<file path="src/rtl/peak5_pkg.sv">
package peak5_pkg;

  // Entry class: ordering key is class first, then value, then lower address.
  typedef enum logic [1:0] {
    RK_FILL = 2'd0,
    RK_REAL = 2'd1,
    RK_SENT = 2'd2
  } rank_t;

  typedef enum logic [2:0] {
    ST_IDLE   = 3'd0,
    ST_RUN    = 3'd1,
    ST_SETTLE = 3'd2,
    ST_FLUSH  = 3'd3,
    ST_DRAIN  = 3'd4
  } state_t;

endpackage

</file>
<file path="src/rtl/peak5_stage.sv">
module peak5_stage
  import peak5_pkg::*;
#(
  parameter int W  = 16,
  parameter int AW = 10
) (
  input  logic          clk,
  input  logic          rst_n,
  input  logic          en,
  input  logic          clr,
  input  rank_t         c_rk_d,
  input  logic [W-1:0]  c_val_d,
  input  logic [AW-1:0] c_addr_d,
  output rank_t         lo_rk,
  output logic [W-1:0]  lo_val,
  output logic [AW-1:0] lo_addr
);

  localparam logic [W-1:0] VMIN = {1'b1, {(W-1){1'b0}}};

  rank_t         c_rk_q, p_rk_q, c_rk_nx, p_rk_nx;
  logic [W-1:0]  c_val_q, p_val_q, c_val_nx, p_val_nx;
  logic [AW-1:0] c_addr_q, p_addr_q, c_addr_nx, p_addr_nx;
  logic          cand_wins;

  // Candidate displaces the resident only when strictly greater.
  always_comb begin
    if (c_rk_q != p_rk_q)
      cand_wins = (c_rk_q > p_rk_q);
    else if (c_val_q != p_val_q)
      cand_wins = ($signed(c_val_q) > $signed(p_val_q));
    else
      cand_wins = (c_addr_q < p_addr_q);
  end

  assign lo_rk   = cand_wins ? p_rk_q   : c_rk_q;
  assign lo_val  = cand_wins ? p_val_q  : c_val_q;
  assign lo_addr = cand_wins ? p_addr_q : c_addr_q;

  always_comb begin
    c_rk_nx = c_rk_q; c_val_nx = c_val_q; c_addr_nx = c_addr_q;
    p_rk_nx = p_rk_q; p_val_nx = p_val_q; p_addr_nx = p_addr_q;
    if (clr) begin
      c_rk_nx = RK_FILL; c_val_nx = VMIN; c_addr_nx = '0;
      p_rk_nx = RK_FILL; p_val_nx = VMIN; p_addr_nx = '0;
    end else if (en) begin
      c_rk_nx = c_rk_d; c_val_nx = c_val_d; c_addr_nx = c_addr_d;
      if (cand_wins) begin
        p_rk_nx = c_rk_q; p_val_nx = c_val_q; p_addr_nx = c_addr_q;
      end
    end
  end

  always_ff @(posedge clk or negedge rst_n) begin
    if (!rst_n) begin
      c_rk_q <= RK_FILL; c_val_q <= VMIN; c_addr_q <= '0;
      p_rk_q <= RK_FILL; p_val_q <= VMIN; p_addr_q <= '0;
    end else begin
      c_rk_q <= c_rk_nx; c_val_q <= c_val_nx; c_addr_q <= c_addr_nx;
      p_rk_q <= p_rk_nx; p_val_q <= p_val_nx; p_addr_q <= p_addr_nx;
    end
  end

endmodule

</file>
<file path="src/rtl/peak5_ctrl.sv">
module peak5_ctrl
  import peak5_pkg::*;
#(
  parameter int N = 5
) (
  input  logic  clk,
  input  logic  rst_n,
  input  logic  start_i,
  input  logic  end_i,
  input  logic  in_valid_i,
  output rank_t src_rk,
  output logic  arr_en,
  output logic  arr_clr,
  output logic  cap_en,
  output logic  busy,
  output logic  done_o
);

  localparam int CW = (N > 1) ? $clog2(N) : 1;
  localparam logic [CW-1:0] CNT_LAST = CW'(N - 1);

  state_t        st_q, st_nx;
  logic [CW-1:0] cnt_q, cnt_nx;
  logic          done_q, done_nx;
  logic          last;

  assign last = (cnt_q == CNT_LAST);

  always_comb begin
    st_nx   = st_q;
    cnt_nx  = cnt_q;
    done_nx = 1'b0;
    if (start_i) begin
      st_nx  = ST_RUN;
      cnt_nx = '0;
    end else begin
      case (st_q)
        ST_RUN: if (end_i) begin st_nx = ST_SETTLE; cnt_nx = '0; end
        ST_SETTLE: begin
          if (last) begin st_nx = ST_FLUSH; cnt_nx = '0; end
          else cnt_nx = cnt_q + CW'(1);
        end
        ST_FLUSH: begin
          if (last) begin st_nx = ST_DRAIN; cnt_nx = '0; end
          else cnt_nx = cnt_q + CW'(1);
        end
        ST_DRAIN: begin
          if (last) begin st_nx = ST_IDLE; cnt_nx = '0; done_nx = 1'b1; end
          else cnt_nx = cnt_q + CW'(1);
        end
        default: ;
      endcase
    end
  end

  always_comb begin
    case (st_q)
      ST_RUN:   src_rk = in_valid_i ? RK_REAL : RK_FILL;
      ST_FLUSH: src_rk = RK_SENT;
      default:  src_rk = RK_FILL;
    endcase
  end

  assign arr_en  = (st_q != ST_IDLE);
  assign arr_clr = start_i;
  assign cap_en  = (st_q == ST_DRAIN) && !start_i;
  assign busy    = (st_q != ST_IDLE);
  assign done_o  = done_q;

  always_ff @(posedge clk or negedge rst_n) begin
    if (!rst_n) begin
      st_q   <= ST_IDLE;
      cnt_q  <= '0;
      done_q <= 1'b0;
    end else begin
      st_q   <= st_nx;
      cnt_q  <= cnt_nx;
      done_q <= done_nx;
    end
  end

endmodule

</file>
<file path="src/rtl/peak5_collect.sv">
module peak5_collect
  import peak5_pkg::*;
#(
  parameter int W  = 16,
  parameter int AW = 10,
  parameter int N  = 5
) (
  input  logic            clk,
  input  logic            rst_n,
  input  logic            clr,
  input  logic            cap,
  input  rank_t           ex_rk,
  input  logic [W-1:0]    ex_val,
  input  logic [AW-1:0]   ex_addr,
  output logic [N*W-1:0]  res_data_o,
  output logic [N*AW-1:0] res_addr_o
);

  localparam logic [W-1:0] VMIN = {1'b1, {(W-1){1'b0}}};

  logic [W-1:0]  sv_q [N];
  logic [W-1:0]  sv_nx [N];
  logic [AW-1:0] sa_q [N];
  logic [AW-1:0] sa_nx [N];
  logic [W-1:0]  in_v;
  logic [AW-1:0] in_a;

  // Only real entries may enter the result; anything else reads as empty.
  assign in_v = (ex_rk == RK_REAL) ? ex_val  : VMIN;
  assign in_a = (ex_rk == RK_REAL) ? ex_addr : '0;

  genvar k;
  generate
    for (k = 0; k < N; k++) begin : g_slot
      logic [W-1:0]  up_v;
      logic [AW-1:0] up_a;
      if (k == 0) begin : g_head
        assign up_v = in_v;
        assign up_a = in_a;
      end else begin : g_body
        assign up_v = sv_q[k-1];
        assign up_a = sa_q[k-1];
      end

      always_comb begin
        sv_nx[k] = sv_q[k];
        sa_nx[k] = sa_q[k];
        if (clr) begin
          sv_nx[k] = VMIN;
          sa_nx[k] = '0;
        end else if (cap) begin
          sv_nx[k] = up_v;
          sa_nx[k] = up_a;
        end
      end

      always_ff @(posedge clk or negedge rst_n) begin
        if (!rst_n) begin
          sv_q[k] <= VMIN;
          sa_q[k] <= '0;
        end else begin
          sv_q[k] <= sv_nx[k];
          sa_q[k] <= sa_nx[k];
        end
      end

      assign res_data_o[k*W +: W]   = sv_q[k];
      assign res_addr_o[k*AW +: AW] = sa_q[k];
    end
  endgenerate

endmodule

</file>
<file path="src/rtl/peak5_finder.sv">
module peak5_finder
  import peak5_pkg::*;
#(
  parameter int W  = 16,
  parameter int AW = 10,
  parameter int N  = 5
) (
  input  logic            clk,
  input  logic            rst_n,
  input  logic            start_i,
  input  logic            in_valid_i,
  input  logic [W-1:0]    in_data_i,
  input  logic [AW-1:0]   in_addr_i,
  input  logic            end_i,
  output logic [N*W-1:0]  res_data_o,
  output logic [N*AW-1:0] res_addr_o,
  output logic            done_o
);

  localparam logic [W-1:0] VMIN = {1'b1, {(W-1){1'b0}}};
  localparam logic [W-1:0] VMAX = {1'b0, {(W-1){1'b1}}};

  rank_t         src_rk;
  logic          arr_en, arr_clr, cap_en, busy;
  rank_t         ent_rk   [N+1];
  logic [W-1:0]  ent_val  [N+1];
  logic [AW-1:0] ent_addr [N+1];

  peak5_ctrl #(.N(N)) u_ctrl (
    .clk        (clk),
    .rst_n      (rst_n),
    .start_i    (start_i),
    .end_i      (end_i),
    .in_valid_i (in_valid_i),
    .src_rk     (src_rk),
    .arr_en     (arr_en),
    .arr_clr    (arr_clr),
    .cap_en     (cap_en),
    .busy       (busy),
    .done_o     (done_o)
  );

  // Chain entry: real sample, sentinel (most positive) or empty (most negative).
  always_comb begin
    ent_rk[0] = src_rk;
    case (src_rk)
      RK_REAL: begin ent_val[0] = in_data_i; ent_addr[0] = in_addr_i; end
      RK_SENT: begin ent_val[0] = VMAX;      ent_addr[0] = '0;        end
      default: begin ent_val[0] = VMIN;      ent_addr[0] = '0;        end
    endcase
  end

  genvar n;
  generate
    for (n = 0; n < N; n++) begin : g_stage
      peak5_stage #(.W(W), .AW(AW)) u_stage (
        .clk      (clk),
        .rst_n    (rst_n),
        .en       (arr_en),
        .clr      (arr_clr),
        .c_rk_d   (ent_rk[n]),
        .c_val_d  (ent_val[n]),
        .c_addr_d (ent_addr[n]),
        .lo_rk    (ent_rk[n+1]),
        .lo_val   (ent_val[n+1]),
        .lo_addr  (ent_addr[n+1])
      );
    end
  endgenerate

  peak5_collect #(.W(W), .AW(AW), .N(N)) u_collect (
    .clk        (clk),
    .rst_n      (rst_n),
    .clr        (arr_clr),
    .cap        (cap_en),
    .ex_rk      (ent_rk[N]),
    .ex_val     (ent_val[N]),
    .ex_addr    (ent_addr[N]),
    .res_data_o (res_data_o),
    .res_addr_o (res_addr_o)
  );

endmodule

</file>
<file path="config.mk">
export PLATFORM = sky130hd
export DESIGN_NAME = peak5_finder
export DESIGN_NICKNAME = d
export VERILOG_FILES = /design/src/rtl/peak5_pkg.sv /design/src/rtl/peak5_stage.sv /design/src/rtl/peak5_ctrl.sv /design/src/rtl/peak5_collect.sv /design/src/rtl/peak5_finder.sv
export SDC_FILE = /design/constraint.sdc
export NUM_CORES = 1
export LEC_CHECK = 0
export BUFFER_PORTS_ARGS = -buffer_cell sky130_fd_sc_hd__clkbuf_2
export CAP_MARGIN = 10
export CORE_MARGIN = 3
export CORE_UTILIZATION = 53
export DETAILED_ROUTE_END_ITERATION = 8
export PLACE_DENSITY = 0.7
export SYNTH_ARGS = -nofsm -noshare
export SYNTH_HDL_FRONTEND = slang
export SYNTH_HIERARCHICAL = 1
export SYNTH_SLANG_ARGS = --single-unit
export TNS_END_PERCENT = 30
</file>
<file path="constraint.sdc">
create_clock -name clk -period 3.7 [get_ports clk]
set_input_delay 0.185 -clock clk [delete_from_list [all_inputs] [get_ports clk]]
set_output_delay 0.185 -clock clk [all_outputs]
set_load 0.05 [all_outputs]
</file>
==> impl_results.md, run 1 <==
* CTS H-Tree Depth at 2
* Worst path cell trace: inv_1 -> ha_1 -> and4_4 -> a21oi_1 -> o21ai_0 -> a311oi_1 -> mux2_4 -> a21oi_4 -> buf_4 -> mux2_2 -> mux2i_1 -> nor2_1
* Layout cells sized above 1 at 19.6%
* Status: complete, no violations
* Die Width at 222 microns
* Worst Setup Start Kind: register
* RR Startpoint: g_stage[3].u_stage/p_val_q[15]
* Final GP Congestion at 0.807
* Period utilization at 94.3%
* Diodes inserted at 0
* Worst hold path class: input port to register
* DR iter-0 viols at 1152
* Vias per cell at 5.40
* Total GRT Usage at 21.3%
* Crit path DAT at 3890 ps
* Max_slew headroom at 28.1%
* Cts bufs inserted at 44
* Hold_sp: in_addr_i[6]
* Layout Utilization at 59.4%
* Clock Sinks at 417
* Post-Synthesis Cells at 2262
* I/O pins at 162
* Max_cap viols at 0
* Gr ovfl total at 0
* Later-pin clock latency in the skew report at 550 ps
* Clock Skews at 10.6 ps
* Launch point of the worst path: g_stage[3].u_stage/p_val_q[15]
* Post_cts resized at 0
* Pwr per Cell Area at 535 nW/um^2
* PortBufs at 161
* Most frequent cells in the layout: dfrtp_1, mux2i_1, nand2b_1, nor2_1, clkbuf_2
* Pins Over Slew Limit at 0
* Setup TNS at 0 ps
* Synth Cell Area at 24800 sq um
* # rows at 78
* Max VDD drop at 0.634 mV
* Initial Utilization at 54.1%
* DR vias at 16300
* Residual DRC at 0
* Worst slew pin tran at 1080 ps
* Fmax at 287 MHz
* Chip Height at 222 microns
* Placeable Area at 45900 sq um
* Buffer count from post-CTS setup fixing at 0
* Tmin final at 3490 ps
* Initial DRT Pass Iterations at 5
* Synth Area per Inst at 11.0 sq um
* Clock Tree Root: clkbuf_16
* Pin count of the biggest net entering global routing at 229
* Clock Pin Slew Worst Setup and Hold Paths at 60 ps
* CTS tree: yes
* Pleak at 13.2 nW
* Unrepaired setup endpoints after global routing: false
* Yosys warnings at 6
* Initial antenna violation count at 0
* Routed Antenna Nets at 0
* Vias in the first global route at 16700
* Most common cell after layout, fill and taps aside: dfrtp_1
* CP Class: register to register
* Crit-path max FO at 11
* Final Setup Violations at 0
* Full die area at 49500 sq um
* Nets@finish at 2551
* Worst reg2reg setup slack at 210 ps
* Area grow syn2layout at 9.69%
* CP peak stage delay at 540 ps
* Setup crit end kind: register
* First-pass GRT wire length at 88.4 mm
* Slowest CP cell: dfstp_2
* Max Buffers Root-to-Sink at 3
* Final wirelength at 52.5 mm
* Synth Net Count at 2433
* Final hold violation count at 0
* WP data required at 4100 ps
* Routed len/inst at 17.4 microns
* Placed wire-length estimate at 35.7 mm
[through the flow]
step / setup WS [ps] / power [mW] / cell area, sq um / std cells / hold WS (ps)
global route: 50.1 / 15.2 / 27200 / 3013 / 11.3
detailed placement: 278 / 10.3 / 25800 / 2929 / 336
CTS: 268 / 14.7 / 27200 / 3013 / 0.628
floorplan: 485 / 9.82 / 24800 / 2262 / -111
finish: 212 / 14.6 / 27200 / 3013 / 11.0
global placement: 375 / 10.2 / 25800 / 2929 / 331
[power breakdown]
| group | switching (mW) | total (mW) | leakage [nW] | internal [mW] |
|---|---|---|---|---|
| clock network | 1.83 | 4.42 | 0.709 | 2.59 |
| logic | 2.89 | 5.32 | 6.74 | 2.43 |
| registers | 0.133 | 4.82 | 5.76 | 4.69 |
[critical path, delay by kind of cell (launching register included)]
kind | cells | cell delay (ps)
buffers and inverters | 2 | 320
muxes | 3 | 860
AOI/OAI and AO/OA | 4 | 1030
DFF | 1 | 540
and+or+nand+nor | 2 | 280
adders and majority gates | 1 | 300
[flip-flops by register name (all words and copies together) (netlist names)]
name / cells
u_collect/g_slot.up_v: 64
u_ctrl/cnt_q: 3
g_stage.u_stage/p_val_q: 80
u_ctrl/st_q: 3
u_collect/g_slot.up_a: 40
g_stage.u_stage/p_rk_q: 10
u_collect/res_addr_o: 10
u_ctrl/done_o: 1
u_collect/res_data_o: 16
g_stage.u_stage/p_addr_q: 50
g_stage.u_stage/c_addr_q: 50
g_stage.u_stage/c_rk_q: 10
g_stage.u_stage/c_val_q: 80
[final timing paths]
kind | endpoint | cells past startpoint
hold reg to reg | u_collect/res_data_o[64] | 2
setup reg to reg | g_stage[4].u_stage/c_addr_q[2] | 12
min in group asynchronous | g_stage[4].u_stage/p_addr_q[0] | 2
setup / recovery | g_stage[4].u_stage/c_addr_q[2] | 12
max in group asynchronous | g_stage[1].u_stage/c_addr_q[5] | 3
hold / removal | g_stage[0].u_stage/c_addr_q[6] | 4
[metal layers]
| layer | part of all wire [%] | global-route usage (%) |
|---|---|---|
| met5 | 0 | 0 |
| met4 | 2.0 | 4.72 |
| met3 | 2.7 | 2.56 |
| met2 | 50 | 36.9 |
| met1 | 46 | 28.7 |
[what timing repair did]
item | in CTS | in global routing
hold buffers | 5 | 0
setup endpoints to repair | 0 | 0
endpoints found under the hold margin | 88 | 0
[final cells by class]
cell class | instances | area [sq um]
fill | 3816 | 18600
multi-input combinational | 1567 | 12800
sequential | 417 | 10500
clock buffer | 63 | 1260
timing repair buffer | 202 | 1250
tap | 600 | 751
inverter | 148 | 556
clock inverter | 16 | 169
Note: power is estimated with default switching activity, not from simulation.
==> run 2, diff against run 1 <==
--- a/config.mk
+++ b/config.mk
@@ -11,6 +11,7 @@
 export CORE_UTILIZATION = 53
 export DETAILED_ROUTE_END_ITERATION = 8
 export PLACE_DENSITY = 0.7
+export REMOVE_ABC_BUFFERS = 1
 export SYNTH_ARGS = -nofsm -noshare
 export SYNTH_HDL_FRONTEND = slang
 export SYNTH_HIERARCHICAL = 1
==> run 2 against run 1 <==
  * First-iteration DRC count down 26%
  * Sequential share of layout area down 0.34 points
  * Count of clock-buffer cells in the layout up 10
  * Core utilization up 0.53 points
  * Register-to-register slack better by 160 ps
  * Non-clock buffer count up 22
  * Final cell count up 0.93%
  * Cell area up 0.90%
  * Worst setup slack better by 160 ps
  * Clock power up 0.9%
  * Total power up 0.15%
  * Global-route usage down 1.4 points
==> impl_results.md, run 2 (same netlist as run 1, synthesis figures left out) <==
* Full die area at 49500 sq um (unchanged)
* Crit-path max FO at 19 (+8)
* Diodes inserted at 0 (unchanged)
* Clock Skews at 18.6 ps (+7.99 ps)
* Cts bufs inserted at 46 (+4.5%)
* Slowest CP cell: dfstp_2
* Launch point of the worst path: g_stage[3].u_stage/p_val_q[15]
* WP data required at 4140 ps (+40 ps)
* Layout cells sized above 1 at 19.8% (+0.14 points)
* Met1 wire length at 22.9 mm (-4.2%)
* Period utilization at 89.9% (-4.4 points)
* Worst path top cell family by delay: multiplexers
* Worst slew pin tran at 1010 ps (-65.2 ps)
* DR vias at 16200 (-0.24%)
* Post_cts resized at 0 (unchanged)
* DR iter-0 viols at 850 (-26%)
* Worst Path Buf+Inv at 2 (unchanged)
* Clock Sinks at 417 (unchanged)
* Routed len/inst at 16.1 microns (-7.9%)
* Worst Setup Start Kind: register
* Most frequent cells in the layout: dfrtp_1, mux2i_1, nand2b_1, nor2_1, clkbuf_2
* Pin count of the biggest net entering global routing at 246 (+7.4%)
* Max VDD drop at 0.710 mV (+12%)
* Crit path DAT at 3770 ps (-120 ps)
* Status: complete, no violations
* Worst hold path class: input port to register
* Hold WS at 20.8 ps (+9.72 ps)
* Initial Utilization at 54.1% (unchanged)
* Placed wire-length estimate at 32.3 mm (-9.4%)
* CP peak stage delay at 530 ps (about the same)
* Most common cell after layout, fill and taps aside: dfrtp_1
* Later-pin clock latency in the skew report at 580 ps (+30 ps)
* CTS tree: yes
* Area grow syn2layout at 10.7%
* Total GRT Usage at 19.8% (-1.4 points)
* Max_slew headroom at 32.4% (+4.3 points)
* Vias in the first global route at 16600 (-0.80%)
* Pleak at 13.3 nW (+0.83%)
* Unrepaired setup endpoints after global routing: false
* RR Startpoint: g_stage[3].u_stage/p_val_q[15]
* Placeable Area at 45900 sq um (unchanged)
* Final hold violation count at 0 (unchanged)
* Die Width at 222 microns (unchanged)
* Capturing point of the worst reg2reg path: g_stage[4].u_stage/c_addr_q[0]
* Worst path cell trace: inv_1 -> ha_1 -> and4_4 -> a21oi_1 -> o21ai_0 -> a311oi_1 -> mux2_4 -> a21oi_4 -> buf_4 -> mux2_2 -> mux2i_1 -> nor2_1
* Pins Over Slew Limit at 0 (unchanged)
* Met2 wire length at 23.4 mm (-11%)
* Hold_buf cts at 21 (+16)
* Routed Antenna Nets at 0 (unchanged)
* Initial DRT Pass Iterations at 5 (unchanged)
* Nets@finish at 2575 (+0.94%)
* Clock Pin Slew Worst Setup and Hold Paths at 60 ps (about the same)
* Initial antenna violation count at 0 (unchanged)
* First-pass GRT wire length at 83.7 mm (-5.3%)
* DR top layer: met4
* Gr ovfl total at 0 (unchanged)
* WP depth at 12 (unchanged)
* Final GP Congestion at 0.827 (+2.6%)
* PortBufs at 161 (unchanged)
* Max Buffers Root-to-Sink at 3 (unchanged)
* Setup crit end kind: register
* CP Class: register to register
* Final wirelength at 48.8 mm (-7.1%)
* Residual DRC at 0 (unchanged)
* Max_cap viols at 0 (unchanged)
* Clock Tree Root: clkbuf_16
* Total Power at 14.6 mW (+0.15%)
* Buffer count from post-CTS setup fixing at 0 (unchanged)
* Tmin final at 3330 ps (-162 ps)
* Pwr per Cell Area at 531 nW/um^2 (-0.74%)
* # rows at 78 (unchanged)
* Vias per cell at 5.33 (-1.2%)
* Final Setup Violations at 0 (unchanged)
* Worst reg2reg setup slack at 370 ps (+160 ps)
* WL met3 at 1.54 mm (+7.0%)
* Chip Height at 222 microns (unchanged)
* Fmax at 301 MHz (+4.9%)
* R2R cell count at 12 (unchanged)
* CTS H-Tree Depth at 2 (unchanged)
* I/O pins at 162 (unchanged)
* Crit path to: g_stage[4].u_stage/c_addr_q[0]
[run 2: changes by cell type in the layout (fill, tap and decap cells not counted), sizes merged]
cell         delta
buf             +6
bufinv          -3
clkbuf         +10
clkinv          -1
clkinvlp        +2
dlygate4sd3    +16
inv             -2
[run 2: through the flow]
step	cell area (sq um)	cells	util (%)	setup TNS, ps	setup slack [ps]
after floorplan	23800	2132	-	-1660830	-7650
after global placement	25800	2935	56.2	0	487
after detailed placement	25800	2935	56.2	0	377
after CTS	27500	3041	59.9	0	361
after global routing	27500	3041	59.9	0	212
final	27500	3041	59.9	0	374
[run 2: worst min-delay path by stage]
stage                        from                        endpoint  cells past startpoint
floorplan                   rst_n  g_stage[0].u_stage/c_addr_q[0]                      0
global placement            rst_n     u_collect/g_slot[2].up_a[7]                      1
detailed placement          rst_n     u_collect/g_slot[2].up_a[7]                      1
CTS                 in_data_i[13]  g_stage[0].u_stage/c_val_q[13]                      5
global route        in_data_i[12]  g_stage[0].u_stage/c_val_q[12]                      5
finish              in_data_i[13]  g_stage[0].u_stage/c_val_q[13]                      5
[run 2: power breakdown]
group / internal (mW) / leakage (nW) / switching, mW
sequential: 4.69 / 5.76 / 0.130
combinational: 2.43 / 6.84 / 2.87
clock: 2.59 / 0.724 / 1.87
total: 9.71 / 13.3 / 4.87
[run 2: layout make-up]
| cell class | count | area (sq um) |
|---|---|---|
| Multi-Input combinational cell | 1567 | 12800 |
| Sequential cell | 417 | 10500 |
| Clock inverter | 12 | 90.1 |
| Clock buffer | 73 | 1390 |
| Inverter | 148 | 556 |
| Timing Repair Buffer | 224 | 1440 |
| Tap cell | 600 | 751 |
| Fill cell | 3867 | 18400 |
[run 2: tightest hold or removal path: cells and delay by family]
kind / cells / cell delay (ps)
muxes: 1 / 70
AOI/OAI and AO/OA: 1 / 60
and+or+nand+nor: 2 / 160
buffers and inverters: 1 / 80
[run 2: layer usage]
layer	vias to the layer above	global-route usage, %
li1	7986	-
met1	7961	27.4
met2	204	33.2
met3	68	2.64
met4	0	5.13
met5	-	0
==> run 3, diff against run 2 <==
--- a/config.mk
+++ b/config.mk
@@ -10,7 +10,7 @@
 export CORE_MARGIN = 3
 export CORE_UTILIZATION = 53
 export DETAILED_ROUTE_END_ITERATION = 8
-export PLACE_DENSITY = 0.7
+export PLACE_DENSITY = 0.73
 export REMOVE_ABC_BUFFERS = 1
 export SYNTH_ARGS = -nofsm -noshare
 export SYNTH_HDL_FRONTEND = slang
==> constraint.sdc (replaced) <==
create_clock -name clk -period 2.85 [get_ports clk]
set_input_delay 0.1425 -clock clk [delete_from_list [all_inputs] [get_ports clk]]
set_output_delay 0.1425 -clock clk [all_outputs]
set_load 0.05 [all_outputs]
==> run 3 against run 2 <==
  * The flow now finishes with violations (hold timing, setup timing)
  * Non-clock buffer count rose by 217
  * Worst setup slack got worse by 720 ps
  * Fmax rose by 4.1%
  * First-iteration DRC count rose by 1.2%
  * Largest power group unchanged
  * Critical path depth rose by 2
  * Die area did not move
==> impl_results.md, run 3 (same netlist as run 1, synthesis figures left out) <==
* Worst slew pin tran at 819 ps (-194 ps)
* Final GP Congestion at 0.872 (+5.4%)
* Total GRT Usage at 21.3% (+1.5 points)
* Worst Setup Start Kind: register
* Worst path cell trace: ha_4 -> and4_4 -> a221oi_4 -> o21ai_2 -> a311oi_2 -> buf_4 -> mux2_4 -> a21oi_4 -> buf_12 -> buf_12 -> buf_12 -> mux2_2 -> mux2i_1 -> nor2_1
* # rows at 78 (unchanged)
* Die Width at 222 microns (unchanged)
* CTS H-Tree Depth at 2 (unchanged)
* Full die area at 49500 sq um (unchanged)
* Setup TNS at -26420 ps (-26420 ps)
* Hold_buf cts at 30 (+43%)
* Pin count of the biggest net entering global routing at 194 (-21%)
* Filler cell count at 3523 (-8.9%)
* CTS tree: yes
* Cts bufs inserted at 46 (unchanged)
* Pwr per Cell Area at 747 nW/um^2 (+41%)
* Hold WS at -19.1 ps (-39.9 ps)
* Final setup margin at -346 ps (-720 ps)
* Nets@finish at 2792 (+8.4%)
* Crit path DAT at 3630 ps (-140 ps)
* Max_cap viols at 0 (unchanged)
* CP Class: register to register
* First-pass GRT wire length at 89.5 mm (+6.9%)
* Layout cells sized above 1 at 28.1% (+8.3 points)
* Slowest CP cell: dfrtp_1
* Max VDD drop at 1.10 mV (+56%)
* Dpl cell area at 27300 sq um (+6.0%)
* Clock Tree Root: clkbuf_16
* Clock Sinks at 417 (unchanged)
* Period utilization at 112% (+22 points)
* Later-pin clock latency in the skew report at 590 ps (about the same)
* Clock Skews at 23.7 ps (+5.11 ps)
* DR iter-0 viols at 860 (+1.2%)
* Pins Over Slew Limit at 0 (unchanged)
* Setup crit end kind: register
* Placeable Area at 45900 sq um (unchanged)
* Routed Antenna Nets at 0 (unchanged)
* Max_slew headroom at 45.4% (+13 points)
* Failing checks: hold timing, setup timing
* Initial antenna violation count at 0 (unchanged)
* Final wirelength at 54.3 mm (+11%)
* Clock Pin Slew Worst Setup and Hold Paths at 60 ps (about the same)
* Status: finished, violations left
* Area grow syn2layout at 21.8%
* Chip Height at 222 microns (unchanged)
* Placed wire-length estimate at 34.8 mm (+7.7%)
* CP peak stage delay at 420 ps (-110 ps)
* Residual DRC at 0 (unchanged)
* Routed len/inst at 16.7 microns (+3.7%)
* Max Buffers Root-to-Sink at 3 (unchanged)
* Initial Utilization at 54.1% (unchanged)
* Final Setup Violations at 139 (+139)
* Unrepaired setup endpoints after global routing: true
* Layout Utilization at 66.0% (+6.0 points)
* Tmin final at 3200 ps (-130 ps)
* Most common cell after layout, fill and taps aside: dfrtp_1
* Final hold violation count at 6 (+6)
* WP data required at 3280 ps (-860 ps)
* Initial DRT Pass Iterations at 5 (unchanged)
* Vias per cell at 5.30 (-0.61%)
* Worst hold path class: input port to register
* Crit-path max FO at 6 (-13)
* Diodes inserted at 0 (unchanged)
* PortBufs at 161 (unchanged)
* Pleak at 14.9 nW (+11%)
* Critical Path Most Common Cell: buf_12
* Fmax at 313 MHz (+4.1%)
* Vias in the first global route at 18000 (+8.5%)
* I/O pins at 162 (unchanged)
* Fin area at 30300 sq um (+10%)
* Gr ovfl total at 0 (unchanged)
* Most frequent cells in the layout: dfrtp_1, mux2i_1, nand2b_1, nor2_1, buf_4
* DR vias at 17300 (+6.5%)
run 3: changes by cell type in the layout (fill, tap and decap cells not counted), moves of 8 or more:
cell and change:
buf_4 +165, mux2_2 -35, mux2_4 +35, buf_12 +28
ha_1 -12, ha_4 +12, dlygate4sd3_1 +9, a21oi_1 -8
buf_6 +8
run 3: area by class of cell:
cell class              instances  area (sq um)  area share (%)
well taps                     600           751            2.48
clock buffers                  66          1350            4.45
multi-input cells            1567         13300            44.0
flip-flops and latches        417         10500            34.6
clock inverters                19           225           0.744
repair buffers                441          3600            11.9
inverters                     148           556            1.84
run 3: final timing paths:
check	start	end	slack (ps)	depth (start not counted)
hold reg to reg	u_collect/res_data_o[71]	u_collect/res_data_o[71]	530	2
setup / recovery	g_stage[1].u_stage/c_val_q[7]	g_stage[2].u_stage/c_addr_q[4]	-350	14
setup reg to reg	g_stage[1].u_stage/c_val_q[7]	g_stage[2].u_stage/c_addr_q[4]	-350	14
max in group asynchronous	rst_n	g_stage[1].u_stage/c_addr_q[7]	1750	3
hold / removal	start_i	g_stage[4].u_stage/c_addr_q[3]	-20	2
min in group asynchronous	rst_n	u_collect/res_addr_o[46]	210	2
run 3: power breakdown:
| group | internal, mW | switching (mW) | leakage [nW] |
|---|---|---|---|
| sequential | 6.09 | 0.149 | 5.76 |
| combinational | 5.56 | 4.65 | 8.32 |
| clock | 3.66 | 2.48 | 0.772 |
run 3: metal layers:
layer / GRT usage (%) / vias up / share of wire, % / wire (microns)
met5: 0 / - / 0 / 0
met4: 6.05 / 0 / 2.6 / 1420
met3: 3.24 / 102 / 3.2 / 1760
met2: 36.9 / 278 / 49 / 26800
met1: 27.8 / 8485 / 45 / 24300
li1: - / 8405 / - / -
run 3: repair_timing:
action                     4_1_cts  5_1_grt
resized for setup               80       55
setup endpoints to repair      182      251
cloned                           6        1
pin swaps                       43       49
setup buffers                   15       16
hold endpoints to repair       127        1
run 3: through the flow:
stage	setup WS, ps	cells	power (mW)
2_1_floorplan	-8500	2132	11.7
3_3_place_gp	-304	3109	14.1
3_5_place_dp	-365	3109	14.2
4_1_cts	-359	3244	22.2
5_1_grt	-450	3258	23.5
6_report	-346	3258	22.6
run 3: critical path, delay by kind of cell, from the launching register on:
family	cells	cell delay, ps
buf+inv	4	510
flops	1	420
fa+ha+maj	1	280
compound gates	4	780
mux	3	780
simple gates	2	280
